<file path="src/rtl/vlane_pkg.sv">
// Package: shared lane-width encoding for the packed adder.
// Assumes: widths are powers of two dividing the datapath width.
package vlane_pkg;
    typedef enum logic [1:0] {
        LW_8   = 2'b00,
        LW_16  = 2'b01,
        LW_32  = 2'b10,
        LW_RSV = 2'b11
    } lane_w_e;
endpackage

</file>
<file path="src/rtl/vlane_cut.sv">
// Module: vlane_cut
// Produces, for each bit, a flag saying whether that bit is the lowest bit
// of a lane under the selected width.
// Assumes: DW is a multiple of 32.
module vlane_cut #(
    parameter int DW = 64
) (
    input  logic [1:0]    width_i,
    output logic [DW-1:0] cut_o
);
    import vlane_pkg::*;

    // purpose: mark lane-bottom bits for the chosen lane width
    always_comb begin
        for (int i = 0; i < DW; i++) begin
            unique case (lane_w_e'(width_i))
                LW_8:    cut_o[i] = (i % 8)  == 0;
                LW_16:   cut_o[i] = (i % 16) == 0;
                LW_32:   cut_o[i] = (i % 32) == 0;
                default: cut_o[i] = (i % 8)  == 0;
            endcase
        end
    end
endmodule

</file>
<file path="src/rtl/vlane_chain.sv">
// Module: vlane_chain
// A single ripple carry chain over DW bits. At every bit flagged by cut_i
// the incoming carry is replaced by inj_i, which is 1 for subtract and
// 0 for add. The carry out of the lane below is therefore discarded there.
// Assumes: b_i is already inverted for subtract.
module vlane_chain #(
    parameter int DW = 64
) (
    input  logic [DW-1:0] a_i,
    input  logic [DW-1:0] b_i,
    input  logic [DW-1:0] cut_i,
    input  logic          inj_i,
    output logic [DW-1:0] sum_o
);
    logic [DW:0] cy;

    assign cy[0] = inj_i;

    for (genvar g = 0; g < DW; g++) begin : g_bit
        logic cin;
        // purpose: cut the carry at lane bottoms, otherwise ripple
        assign cin      = (g == 0) ? inj_i : (cut_i[g] ? inj_i : cy[g]);
        assign sum_o[g] = a_i[g] ^ b_i[g] ^ cin;
        assign cy[g+1]  = (a_i[g] & b_i[g]) | (cin & (a_i[g] ^ b_i[g]));
    end

    // purpose: bottom lane always starts from the injected bit
    always_comb begin
        assert (cut_i[0]) else $error("bit0 must be a lane bottom");
    end
endmodule

</file>
<file path="src/rtl/vlane_addsub.sv">
// Module: vlane_addsub (top)
// Packed integer add/subtract over lanes of 8, 16 or 32 bits.
// Each lane wraps modulo its width. The result is registered.
// Assumes: synchronous active-low reset; width code 2'b11 yields zero.
module vlane_addsub #(
    parameter int DW = 64
) (
    input  logic          clk,
    input  logic          rst_n,
    input  logic          in_vld_i,
    input  logic          sub_i,
    input  logic [1:0]    width_i,
    input  logic [DW-1:0] a_i,
    input  logic [DW-1:0] b_i,
    output logic [DW-1:0] res_o,
    output logic          res_vld_o
);
    import vlane_pkg::*;

    logic [DW-1:0] cut;
    logic [DW-1:0] b_eff;
    logic [DW-1:0] sum;
    logic          rsv;

    vlane_cut #(.DW(DW)) u_cut (
        .width_i (width_i),
        .cut_o   (cut)
    );

    // purpose: invert subtrahend for two's-complement subtract
    assign b_eff = sub_i ? ~b_i : b_i;
    assign rsv   = (width_i == LW_RSV);

    vlane_chain #(.DW(DW)) u_chain (
        .a_i   (a_i),
        .b_i   (b_eff),
        .cut_i (cut),
        .inj_i (sub_i),
        .sum_o (sum)
    );

    // purpose: capture result and valid, zero on reset
    always_ff @(posedge clk) begin
        if (!rst_n) begin
            res_o     <= '0;
            res_vld_o <= 1'b0;
        end else begin
            res_vld_o <= in_vld_i;
            if (in_vld_i) res_o <= rsv ? '0 : sum;
        end
    end

    assert_reset_R1: assert property (@(posedge clk)
        !rst_n |=> (res_o == '0 && !res_vld_o));
    assert_vld_follows_R2: assert property (@(posedge clk) disable iff (!rst_n)
        res_vld_o == $past(in_vld_i) || $past(!rst_n));
    assert_hold_R3: assert property (@(posedge clk) disable iff (!rst_n)
        (!in_vld_i && rst_n) |=> $stable(res_o));
    assert_rsv_zero_R9: assert property (@(posedge clk) disable iff (!rst_n)
        (in_vld_i && width_i == 2'b11) |=> (res_o == '0));
    assert_byte_lane0_R4: assert property (@(posedge clk) disable iff (!rst_n)
        (in_vld_i && width_i == 2'b00 && !sub_i) |=>
        (res_o[7:0] == 8'($past(a_i[7:0]) + $past(b_i[7:0]))));
endmodule

</file>
<file path="config.mk">
export PLATFORM = sky130hd
export DESIGN_NAME = vlane_addsub
export DESIGN_NICKNAME = d
export VERILOG_FILES = /design/src/rtl/vlane_pkg.sv /design/src/rtl/vlane_cut.sv /design/src/rtl/vlane_chain.sv /design/src/rtl/vlane_addsub.sv
export SDC_FILE = /design/constraint.sdc
export NUM_CORES = 1
export LEC_CHECK = 0
export BUFFER_PORTS_ARGS = -buffer_cell sky130_fd_sc_hd__buf_2
export CAP_MARGIN = 20
export CORE_ASPECT_RATIO = 0.5
export CORE_UTILIZATION = 48
export DETAILED_ROUTE_END_ITERATION = 6
export PLACE_DENSITY = 0.92
export SLEW_MARGIN = 20
export SYNTH_ARGS = -nofsm -noshare
export SYNTH_HDL_FRONTEND = slang
export SYNTH_SLANG_ARGS = --single-unit
</file>
<file path="constraint.sdc">
create_clock -name clk -period 14.23 [get_ports clk]
set_input_delay 0 -clock clk [delete_from_list [all_inputs] [get_ports clk]]
set_output_delay 0 -clock clk [all_outputs]
set_load 0.005 [all_outputs]
</file>
==> results.md, run 1 <==
| Group | Item | Value |
| --- | --- | --- |
| status | Status | finished, final reports clean |
| yosys | Number of distinct standard cells referenced by the synthesized netlist | 23 |
| timing | Final-report hold violation count | 0 |
| timing | Final total negative setup slack | 0 ns |
| timing | Final period utilization | 92.5% |
| die | Total die area | 9880 sq um |
| clocking | Number of cells upsized or downsized after cts | 0 |
| setup path | Data arrival time of the worst path | 13.42 ns |
| setup path | Largest fanout on the critical path | 27 |
| setup path | Family with the most delay on the worst path | adder cells |
| yosys | Fraction of the yosys area taken by sequential cells | 28.6% |
| die | Vertical die dimension | 70.8 um |
| finish | Synth-to-Final Area Change | 29.1% |
| finish | Most common library cell in the layout ignoring fill and taps | buf_2 |
| timing | Worst relative slew slack | 33.4% |
| timing | Final count of negative-setup-slack endpoints | 0 |
| timing | Achievable clock frequency | 0.0759 GHz |
| power and ir drop | Comb power frac | 29.9% |
| drt | Vias after detailed routing | 3,731 |
| setup path | Type of origin of the critical path | primary input |
| grt | Largest net degree at the start of global routing | 71 |
| yosys | Ys Warns | 0 |
| grt | Wire length of the first global-routing pass | 19.0 mm |
| grt | Global router's overall resource usage | 24.7% |
| yosys | Number of flip-flops and latches in the synthesized netlist | 65 |
| setup path | Most numerous cell on the critical path | fa_1 |
| yosys | Post-synthesis average cell area | 10.3 sq um |
| power and ir drop | Sw Pwr | 183 uW |
| placement | Standard cell area after detailed placement | 5550 sq um |
| placement | Count of buffers from port buffering | 198 |
| drt | First-iteration detailed-routing DRC count | 140 |
| setup path | CP max-delay cell | fa_1 |
| die | Die outline width | 140 um |
| power and ir drop | Switching power share of the total | 29.2% |
| setup path | Type of the worst setup path | in -> reg |
| clocking | Sinks on the clock net | 65 |
| grt | Remaining global-route overflow | 0 |
| setup path | Largest stage delay on the critical path | 0.45 ns |
| clocking | Post-CTS Setup Bufs | 0 |
| drt | Via count normalized by instance count | 4.98 |
| die | I/O Pins | 199 |
| clocking | Clock latency reported for the late side of the worst-skew pair | 0.31 ns |
| die | Initial cell density of the core | 50.8% |
| clocking | CTS Root Cell | clkbuf_16 |
| die | # rows | 24 |
| worst hold path | Class of the tightest hold or removal check | in -> reg |
| drt | Post-Route WL | 11.5 mm |
| finish | Highest-count cells in the layout ignoring fill and taps | 197 x buf_2, 106 x nor2b_1, 65 x dfxtp_1, 60 x fa_1, 59 x xor2_1 |
| finish | Final net count | 823 |
| finish | Final antenna diode count | 0 |
| yosys | Post-Syn Instances | 441 |
| grt | Number of antenna violations at the first check in global routing | 0 |
| finish | Fin util | 65.5% |
| drt | DRC Markers | 0 |
| power and ir drop | Internal power consumption | 443 uW |
| clocking | Max Buffers Root-to-Sink | 2 |
| placement | Final Wtd Congestion | 0.900 |
| timing | Worst clock skew | 0 ns |
| setup path | Required time at the worst-slack endpoint | 14.49 ns |
| timing | Unrepaired setup endpoints after global routing | false |
| power and ir drop | Power density over the cells | 107 nW/um^2 |
| clocking | Clock slew at the register clock pins of the worst setup and hold paths | 0.05 ns |
| timing | Clock period minus final worst setup slack | 13.17 ns |
| clocking | Cts-stage hold buffer count | 0 |
| yosys | Cell area after synthesis | 4540 sq um |
| placement | Half-perimeter wire length after placement | 8.57 mm |
| finish | Fraction of final layout cells with drive strength greater than 1 | 35.0% |
| die | Area of the core | 8950 sq um |
| drt | Average wire length per cell after detail routing | 15.4 um |
| grt | Number of global-route vias before repair | 4,039 |
| power and ir drop | Fraction of power consumed by the clock network | 36.5% |
| power and ir drop | Leakage power summed over all cells | 0.00274 uW |
| power and ir drop | Highest ir drop seen on vdd | 0.0751 mV |
| setup path | CP bufs+invs | 4 |
| power and ir drop | Fraction of power consumed by sequential logic | 33.6% |
| finish | Final std cell area, no fill | 5860 sq um |
| power and ir drop | Total power | 626 uW |
| timing | Worst slew pin tran | 0.999 ns |
| clocking | Total CTS buffers | 9 |
| run | Number of max-cap violations | 0 |
| setup path | Kind of capture point of the worst setup path | flop |
| clocking | TritonCTS clock tree | built |
| clocking | Max H-tree Level | 3 |
| drt | Residual antenna-violating net count after detailed routing | 0 |
| yosys | Nets in the synthesized netlist | 637 |
| timing | Fin. max-slew vios | 0 |
| drt | Router iterations before antenna repair | 4 |
## kinds of logic (layout without fill, tap and decap cells)
logic type               after synthesis  after routing  synth area share [%]
AND/OR/NAND/NOR                      132            132                  17.8
XOR/XNOR                              68             68                  13.1
AO/OA/AOI/OAI                         67             67                  7.57
flip-flops                            65             65                  28.6
adder cells (fa/ha/maj)               62             62                  27.0
buffers and inverters                 44            235                  5.21
multiplexers                           3              3                 0.716
## flip-flops by register name, summed over array words and instances (netlist names)
name and cells:
res_o 64, res_vld_o 1
## worst reg2reg max path, delay by kind of cell (launching register included)
kind | cells | cell delay (ns)
AO/OA/AOI/OAI | 1 | 0.20
flip-flops | 1 | 0.31
AND/OR/NAND/NOR | 2 | 0.20
## cell type report
cell class,count,area [sq um]
well taps,117,146
clock inverters,4,50.0
multi-input cells,332,3010
fillers,688,3080
inverters,17,63.8
repair buffers,202,1020
clock buffers,12,267
flip-flops and latches,65,1300
## through the flow
stage	instances	setup WS [ns]	hold slack, ns
after global routing	749	0.561	0.0663
after floorplan	441	1.67	0.270
after global placement	733	0.917	0.385
after CTS	749	1.06	0.0487
final	749	1.06	0.0583
after detailed placement	733	0.782	0.387
## cells in the mapped netlist
cell type | instances | area, sq um
nor2_1 | 1 | 3.75
dfxtp_1 | 65 | 1300
buf_6 | 5 | 56.3
o21ai_0 | 4 | 20.0
buf_4 | 8 | 60.1
xnor2_1 | 9 | 78.8
and2_1 | 8 | 50.1
clkbuf_1 | 11 | 41.3
o21ai_1 | 2 | 10.0
fa_1 | 60 | 1200
nand3b_1 | 2 | 15.0
mux2_2 | 2 | 22.5
mux2i_1 | 1 | 10.0
buf_2 | 3 | 15.0
and2b_1 | 3 | 22.5
ha_1 | 2 | 25.0
xor2_1 | 59 | 517
nand2b_1 | 2 | 12.5
nor2b_1 | 107 | 669
nand2_1 | 9 | 33.8
o22ai_1 | 7 | 43.8
inv_1 | 17 | 63.8
a21oi_1 | 54 | 270
## worst paths after layout
check | start | to | slack, ns | cells after the start
min | a_i[31] | res_o[31]$_SDFFE_PN0P_ | 0.06 | 4
max | sub_i | res_o[30]$_SDFFE_PN0P_ | 1.06 | 41
min reg2reg | res_o[63]$_SDFFE_PN0P_ | res_o[63]$_SDFFE_PN0P_ | 0.48 | 2
max reg2reg | res_o[40]$_SDFFE_PN0P_ | res_o[40]$_SDFFE_PN0P_ | 13.41 | 3
## power by group through the flow
stage / Combinational (uW) / Clock [uW] / Sequential, uW
after floorplan: 112 / 0 / 215
after global placement: 178 / 0 / 213
after detailed placement: 187 / 0 / 214
after CTS: 189 / 232 / 210
after global routing: 212 / 241 / 212
final: 187 / 228 / 210
## metal layers
metal	vias up	GRT usage, %	wire length, um	part of all wire, %
met3	42	5.35	448	3.9
met4	0	12.2	493	4.3
met1	1813	28.1	4680	41
met5	-	0	0	0
li1	1740	-	-	-
met2	136	44.8	5930	51
No activity file was read; power rests on OpenSTA's default activity.
==> run 2, diff against run 1 <==
Settings changed: GPL_TIMING_DRIVEN set to 0.
==> results.md, run 2 (synthesized netlist as in run 1, its figures left out) <==
| Group | Item | Value |
| --- | --- | --- |
| setup path | Most numerous cell on the critical path | fa_1 |
| finish | Max FFs per register | 64 |
| drt | Router iterations before antenna repair | 4 |
| setup path | Largest fanout on the critical path | 10 |
| setup path | Family with the most delay on the worst path | adder cells |
| clocking | Number of cells upsized or downsized after cts | 0 |
| setup path | Data arrival time of the worst path | 13.69 ns |
| grt | Global router's overall resource usage | 24.8% |
| setup path | Kind of capture point of the worst setup path | flop |
| die | Initial cell density of the core | 50.8% |
| setup path | Type of origin of the critical path | primary input |
| worst hold path | Number of cells traversed by the worst hold path | 2 |
| drt | DRC Markers | 0 |
| timing | Worst slew pin tran | 0.490 ns |
| power and ir drop | Switching power share of the total | 30.8% |
| finish | Largest register by flop count | res_o |
| placement | Half-perimeter wire length after placement | 9.44 mm |
| worst hold path | Class of the tightest hold or removal check | in -> reg |
| power and ir drop | Highest ir drop seen on vdd | 0.0713 mV |
| power and ir drop | Power density over the cells | 100 nW/um^2 |
| setup path | Cell count of the worst reg-to-reg path | 3 |
| die | Die outline width | 140 um |
| setup path | Largest stage delay on the critical path | 0.46 ns |
| finish | Final net count | 845 |
| setup path | CP bufs+invs | 6 |
| drt | Residual antenna-violating net count after detailed routing | 0 |
| clocking | Max Buffers Root-to-Sink | 2 |
| drt | Vias after detailed routing | 3,847 |
| clocking | Clock latency reported for the late side of the worst-skew pair | 0.33 ns |
| finish | Register area | 1300 sq um |
| drt | Average wire length per cell after detail routing | 15.5 um |
| finish | Fillers | 681 |
| drt | Via count normalized by instance count | 4.99 |
| status | Status | finished, final reports clean |
| clocking | Total CTS buffers | 9 |
| grt | Number of global-route vias before repair | 3,988 |
| run | Number of max-cap violations | 0 |
| setup path | Reg-to-Reg End | res_o[39]$_SDFFE_PN0P_ |
| setup path | CP max-delay cell | fa_1 |
| worst hold path | Startpoint of the most critical hold path | rst_n |
| finish | Fin util | 66.3% |
| finish | Fraction of final layout cells with drive strength greater than 1 | 34.9% |
| power and ir drop | Fraction of power consumed by sequential logic | 35.4% |
| finish | Synth-to-Final Area Change | 30.6% |
| clocking | Cts-stage hold buffer count | 0 |
| die | # rows | 24 |
| clocking | Post-CTS Setup Bufs | 0 |
| finish | Final antenna diode count | 0 |
| worst hold path | Hold Path Sink | res_o[1]$_SDFFE_PN0P_ |
| power and ir drop | Comb power frac | 31.9% |
| power and ir drop | Internal power consumption | 413 uW |
| power and ir drop | Sw Pwr | 183 uW |
| grt | Remaining global-route overflow | 0 |
| timing | Final count of negative-setup-slack endpoints | 0 |
| clocking | TritonCTS clock tree | built |
| power and ir drop | Leakage power summed over all cells | 0.00278 uW |
| die | Total die area | 9880 sq um |
| setup path | FF-to-FF setup slack | 13.43 ns |
| finish | Most common library cell in the layout ignoring fill and taps | buf_2 |
| setup path | Required time at the worst-slack endpoint | 14.51 ns |
| timing | Final period utilization | 94.3% |
| timing | Fin. max-slew vios | 0 |
| timing | Worst relative slew slack | 67.3% |
| setup path | Crit Reg-Reg Startpoint | res_o[39]$_SDFFE_PN0P_ |
| clocking | Clock slew at the register clock pins of the worst setup and hold paths | 0.06 ns |
| die | I/O Pins | 199 |
| power and ir drop | Fraction of power consumed by the clock network | 32.7% |
| clocking | Sinks on the clock net | 65 |
| timing | Final total negative setup slack | 0 ns |
| timing | Clock period minus final worst setup slack | 13.41 ns |
| timing | Achievable clock frequency | 0.0746 GHz |
| die | Vertical die dimension | 70.8 um |
| timing | Worst clock skew | 0 ns |
| grt | Number of antenna violations at the first check in global routing | 0 |
| clocking | Max H-tree Level | 3 |
| drt | Post-Route WL | 11.9 mm |
| placement | Count of buffers from port buffering | 197 |
| finish | Registers with the most flip-flops | res_o (64), res_vld_o (1) |
| grt | Largest net degree at the start of global routing | 11 |
| die | Area of the core | 8950 sq um |
| finish | Highest-count cells in the layout ignoring fill and taps | 200 x buf_2, 107 x nor2b_1, 65 x dfxtp_1, 60 x fa_1, 59 x xor2_1 |
| clocking | CTS Root Cell | clkbuf_16 |
| finish | Multi-input gate area in the final layout | 3010 sq um |
| setup path | Type of the worst setup path | in -> reg |
| timing | Final-report hold violation count | 0 |
| placement | Final Wtd Congestion | 0.849 |
| drt | First-iteration detailed-routing DRC count | 179 |
| grt | Wire length of the first global-routing pass | 18.8 mm |
| timing | Unrepaired setup endpoints after global routing | false |
[run 2: metal layers]
layer	share of wire, %	track usage (%)
met5	0	0
met2	50	44.2
met3	5.2	5.01
met4	3.7	12.7
met1	41	29.1
[run 2: final cells by class]
class,count,area share [%]
repair buffers,197,16.6
well taps,117,2.47
inverters,17,1.08
clock inverters,4,0.337
multi-input cells,332,50.7
plain buffers,27,2.91
clock buffers,12,3.99
flip-flops and latches,65,21.9
[run 2: worst max path at each step]
stage | slack [ns] | end | start | cells past startpoint
2_1_floorplan | 1.67 | res_o[30]$_SDFFE_PN0P_ | sub_i | 42
3_3_place_gp | 0.74 | res_o[30]$_SDFFE_PN0P_ | sub_i | 43
3_5_place_dp | 0.58 | res_o[30]$_SDFFE_PN0P_ | sub_i | 43
4_1_cts | 0.85 | res_o[30]$_SDFFE_PN0P_ | sub_i | 43
5_1_grt | 0.40 | res_o[30]$_SDFFE_PN0P_ | sub_i | 43
6_report | 0.82 | res_o[30]$_SDFFE_PN0P_ | sub_i | 43
[run 2: power by group through the flow]
stage / Sequential (uW) / Clock, uW / Combinational (uW)
finish: 211 / 195 / 190
global route: 213 / 206 / 213
CTS: 211 / 197 / 191
detailed placement: 214 / 0 / 189
global placement: 213 / 0 / 182
floorplan: 215 / 0 / 112
[run 2: worst register-to-register path, delay by kind of cell, from the launching register on]
family           cells  cell delay [ns]
AO/OA/AOI/OAI        1             0.19
flip-flops           1             0.30
AND/OR/NAND/NOR      2             0.19
[run 2: per-stage QoR]
stage	total power, uW	cells	hold slack [ns]	area (sq um)	worst slack, ns
after floorplan	327	441	0.270	4540	1.67
after CTS	599	771	0.0221	5930	0.848
after global routing	632	771	0.0348	5930	0.401
after detailed placement	403	755	0.366	5680	0.583
after global placement	395	755	0.363	5680	0.744
final	596	771	0.0213	5930	0.817
==> run 3, diff against run 2 <==
Settings changed: CORE_UTILIZATION 48 to 52, PLACE_DENSITY 0.92 to 0.93, SETUP_SLACK_MARGIN set to 0.02, SYNTH_HIERARCHICAL set to 1.
==> results.md, run 3 <==
| Group | Item | Value |
| --- | --- | --- |
| drt | Via count normalized by instance count | 4.79 |
| grt | Largest net degree at the start of global routing | 11 |
| status | Failing checks | setup timing |
| die | Area of the core | 11,200 sq um |
| drt | Average wire length per cell after detail routing | 16.0 um |
| setup path | Type of origin of the critical path | primary input |
| worst hold path | Number of cells traversed by the worst hold path | 2 |
| finish | Most common library cell in the layout ignoring fill and taps | buf_2 |
| timing | Unrepaired setup endpoints after global routing | true |
| drt | Vias after detailed routing | 4,763 |
| finish | Largest register by flop count | res_o |
| timing | Fin. max-slew vios | 0 |
| drt | Router iterations before antenna repair | 4 |
| die | # rows | 27 |
| clocking | CTS Root Cell | clkbuf_16 |
| placement | Worst slack after detailed placement | -5.69 ns |
| power and ir drop | Highest ir drop seen on vdd | 0.0470 mV |
| finish | Max FFs per register | 64 |
| grt | Number of antenna violations at the first check in global routing | 0 |
| setup path | FF-to-FF setup slack | 13.44 ns |
| power and ir drop | Leakage power summed over all cells | 0.00387 uW |
| setup path | CP max-delay cell | fa_2 |
| setup path | Largest stage delay on the critical path | 0.35 ns |
| grt | Wire length of the first global-routing pass | 24.7 mm |
| timing | Final count of negative-setup-slack endpoints | 19 |
| clocking | TritonCTS clock tree | built |
| die | Vertical die dimension | 78.5 um |
| setup path | Data arrival time of the worst path | 19.81 ns |
| timing | Final worst setup slack | -5.31 ns |
| placement | Half-perimeter wire length after placement | 12.1 mm |
| run | Number of max-cap violations | 0 |
| finish | Non-Filler Instances | 994 |
| yosys | Post-synthesis average cell area | 10.8 sq um |
| timing | Clock period minus final worst setup slack | 19.54 ns |
| grt | Global router's overall resource usage | 26.9% |
| timing | Achievable clock frequency | 0.0512 GHz |
| finish | Final net count | 1,028 |
| finish | Synth-to-Final Area Change | 32.9% |
| drt | Post-Route WL | 15.9 mm |
| setup path | Largest fanout on the critical path | 3 |
| yosys | Cell area after synthesis | 6090 sq um |
| worst hold path | Class of the tightest hold or removal check | in -> reg |
| setup path | Type of the worst setup path | in -> reg |
| placement | Final Wtd Congestion | 0.851 |
| placement | Count of buffers from port buffering | 196 |
| finish | Final antenna diode count | 0 |
| drt | First-iteration detailed-routing DRC count | 154 |
| drt | DRC Markers | 0 |
| setup path | Cell count of the worst reg-to-reg path | 2 |
| power and ir drop | Power density over the cells | 83.3 nW/um^2 |
| finish | Registers with the most flip-flops | res_o (64), res_vld_o (1) |
| clocking | Max Buffers Root-to-Sink | 2 |
| yosys | Ys Warns | 6 |
| timing | Worst clock skew | 0 ns |
| drt | Residual antenna-violating net count after detailed routing | 0 |
| setup path | Kind of capture point of the worst setup path | flop |
| timing | Final period utilization | 137% |
| worst hold path | Startpoint of the most critical hold path | rst_n |
| setup path | Origin of the worst setup path | sub_i |
| status | Status | finished with violations |
| placement | DP Cell Count | 972 |
| die | Total die area | 12,200 sq um |
| setup path | Crit Reg-Reg Startpoint | res_o[18]$_SDFFE_PN0P_ |
| clocking | Max H-tree Level | 3 |
| yosys | Post-Syn Instances | 562 |
| finish | Fraction of final layout cells with drive strength greater than 1 | 53.8% |
| timing | Minimum hold slack | 0.0895 ns |
| finish | Highest-count cells in the layout ignoring fill and taps | 213 x buf_2, 68 x buf_4, 65 x dfxtp_1, 64 x xor2_1, 64 x nand2b_1 |
| worst hold path | Hold Path Sink | res_o[9]$_SDFFE_PN0P_ |
| timing | Final-report hold violation count | 0 |
| clocking | Clock latency reported for the late side of the worst-skew pair | 0.33 ns |
| grt | Remaining global-route overflow | 0 |
| setup path | Reg-to-Reg End | res_o[18]$_SDFFE_PN0P_ |
| clocking | Clock slew at the register clock pins of the worst setup and hold paths | 0.05 ns |
| die | Initial cell density of the core | 54.4% |
| timing | Final total negative setup slack | -53.68 ns |
| grt | Number of global-route vias before repair | 5,177 |
| die | I/O Pins | 199 |
| clocking | Total CTS buffers | 9 |
| die | Die outline width | 155 um |
| clocking | Sinks on the clock net | 65 |
| setup path | Required time at the worst-slack endpoint | 14.49 ns |
| finish | Fillers | 797 |
==> run 3: how the worst max path moves through the flow <==
stage | endpoint
CTS | res_o[63]$_SDFFE_PN0P_
finish | res_o[63]$_SDFFE_PN0P_
global placement | res_o[63]$_SDFFE_PN0P_
floorplan | res_o[63]$_SDFFE_PN0P_
global route | res_o[63]$_SDFFE_PN0P_
detailed placement | res_o[63]$_SDFFE_PN0P_
==> run 3: metrics by stage <==
step	total power, uW	cell area [sq um]	util, %
3_5_place_dp	458	7670	68.6
4_1_cts	674	8070	72.1
5_1_grt	712	8090	72.3
3_3_place_gp	441	7670	68.6
2_1_floorplan	374	6490	-
6_report	674	8090	72.3
==> run 3: layout make-up <==
class | count | area (sq um) | area share [%]
multi-input combinational | 444 | 4450 | 55.0
sequential | 65 | 1300 | 16.1
timing repair buffer | 202 | 1040 | 12.8
buffer | 102 | 801 | 9.90
clock buffer | 13 | 260 | 3.22
tap | 159 | 199 | 2.46
inverter | 6 | 22.5 | 0.278
clock inverter | 3 | 15.0 | 0.186
==> run 3: worst max-delay path, delay by kind of cell <==
kind                       cells  cell delay (ns)
adders and majority gates     31            10.24
xor gates and xnor gates       1             0.14
buffers and inverters          3             0.35
muxes                         32             8.87
AOI/OAI and AO/OA              1             0.13
and+or+nand+nor                1             0.09
==> run 3: routing by layer <==
layer | track usage, % | share of wire [%] | vias up
li1 | - | - | 2261
met1 | 28.5 | 38 | 2294
met2 | 51.3 | 53 | 166
met3 | 4.86 | 5.5 | 42
met4 | 14.5 | 3.3 | 0
met5 | 0 | 0 | -
==> run 3: what timing repair did <==
action	CTS	global route
pin swaps	5	5
endpoints found under the hold margin	4	0
setup endpoints to repair	19	19
resized for setup	16	5
hold buffers	1	0
buffers inserted	5	0
==> run 3: power breakdown <==
group	switching [uW]	internal, uW
registers	9.67	201
clock network	81.5	127
logic	117	138
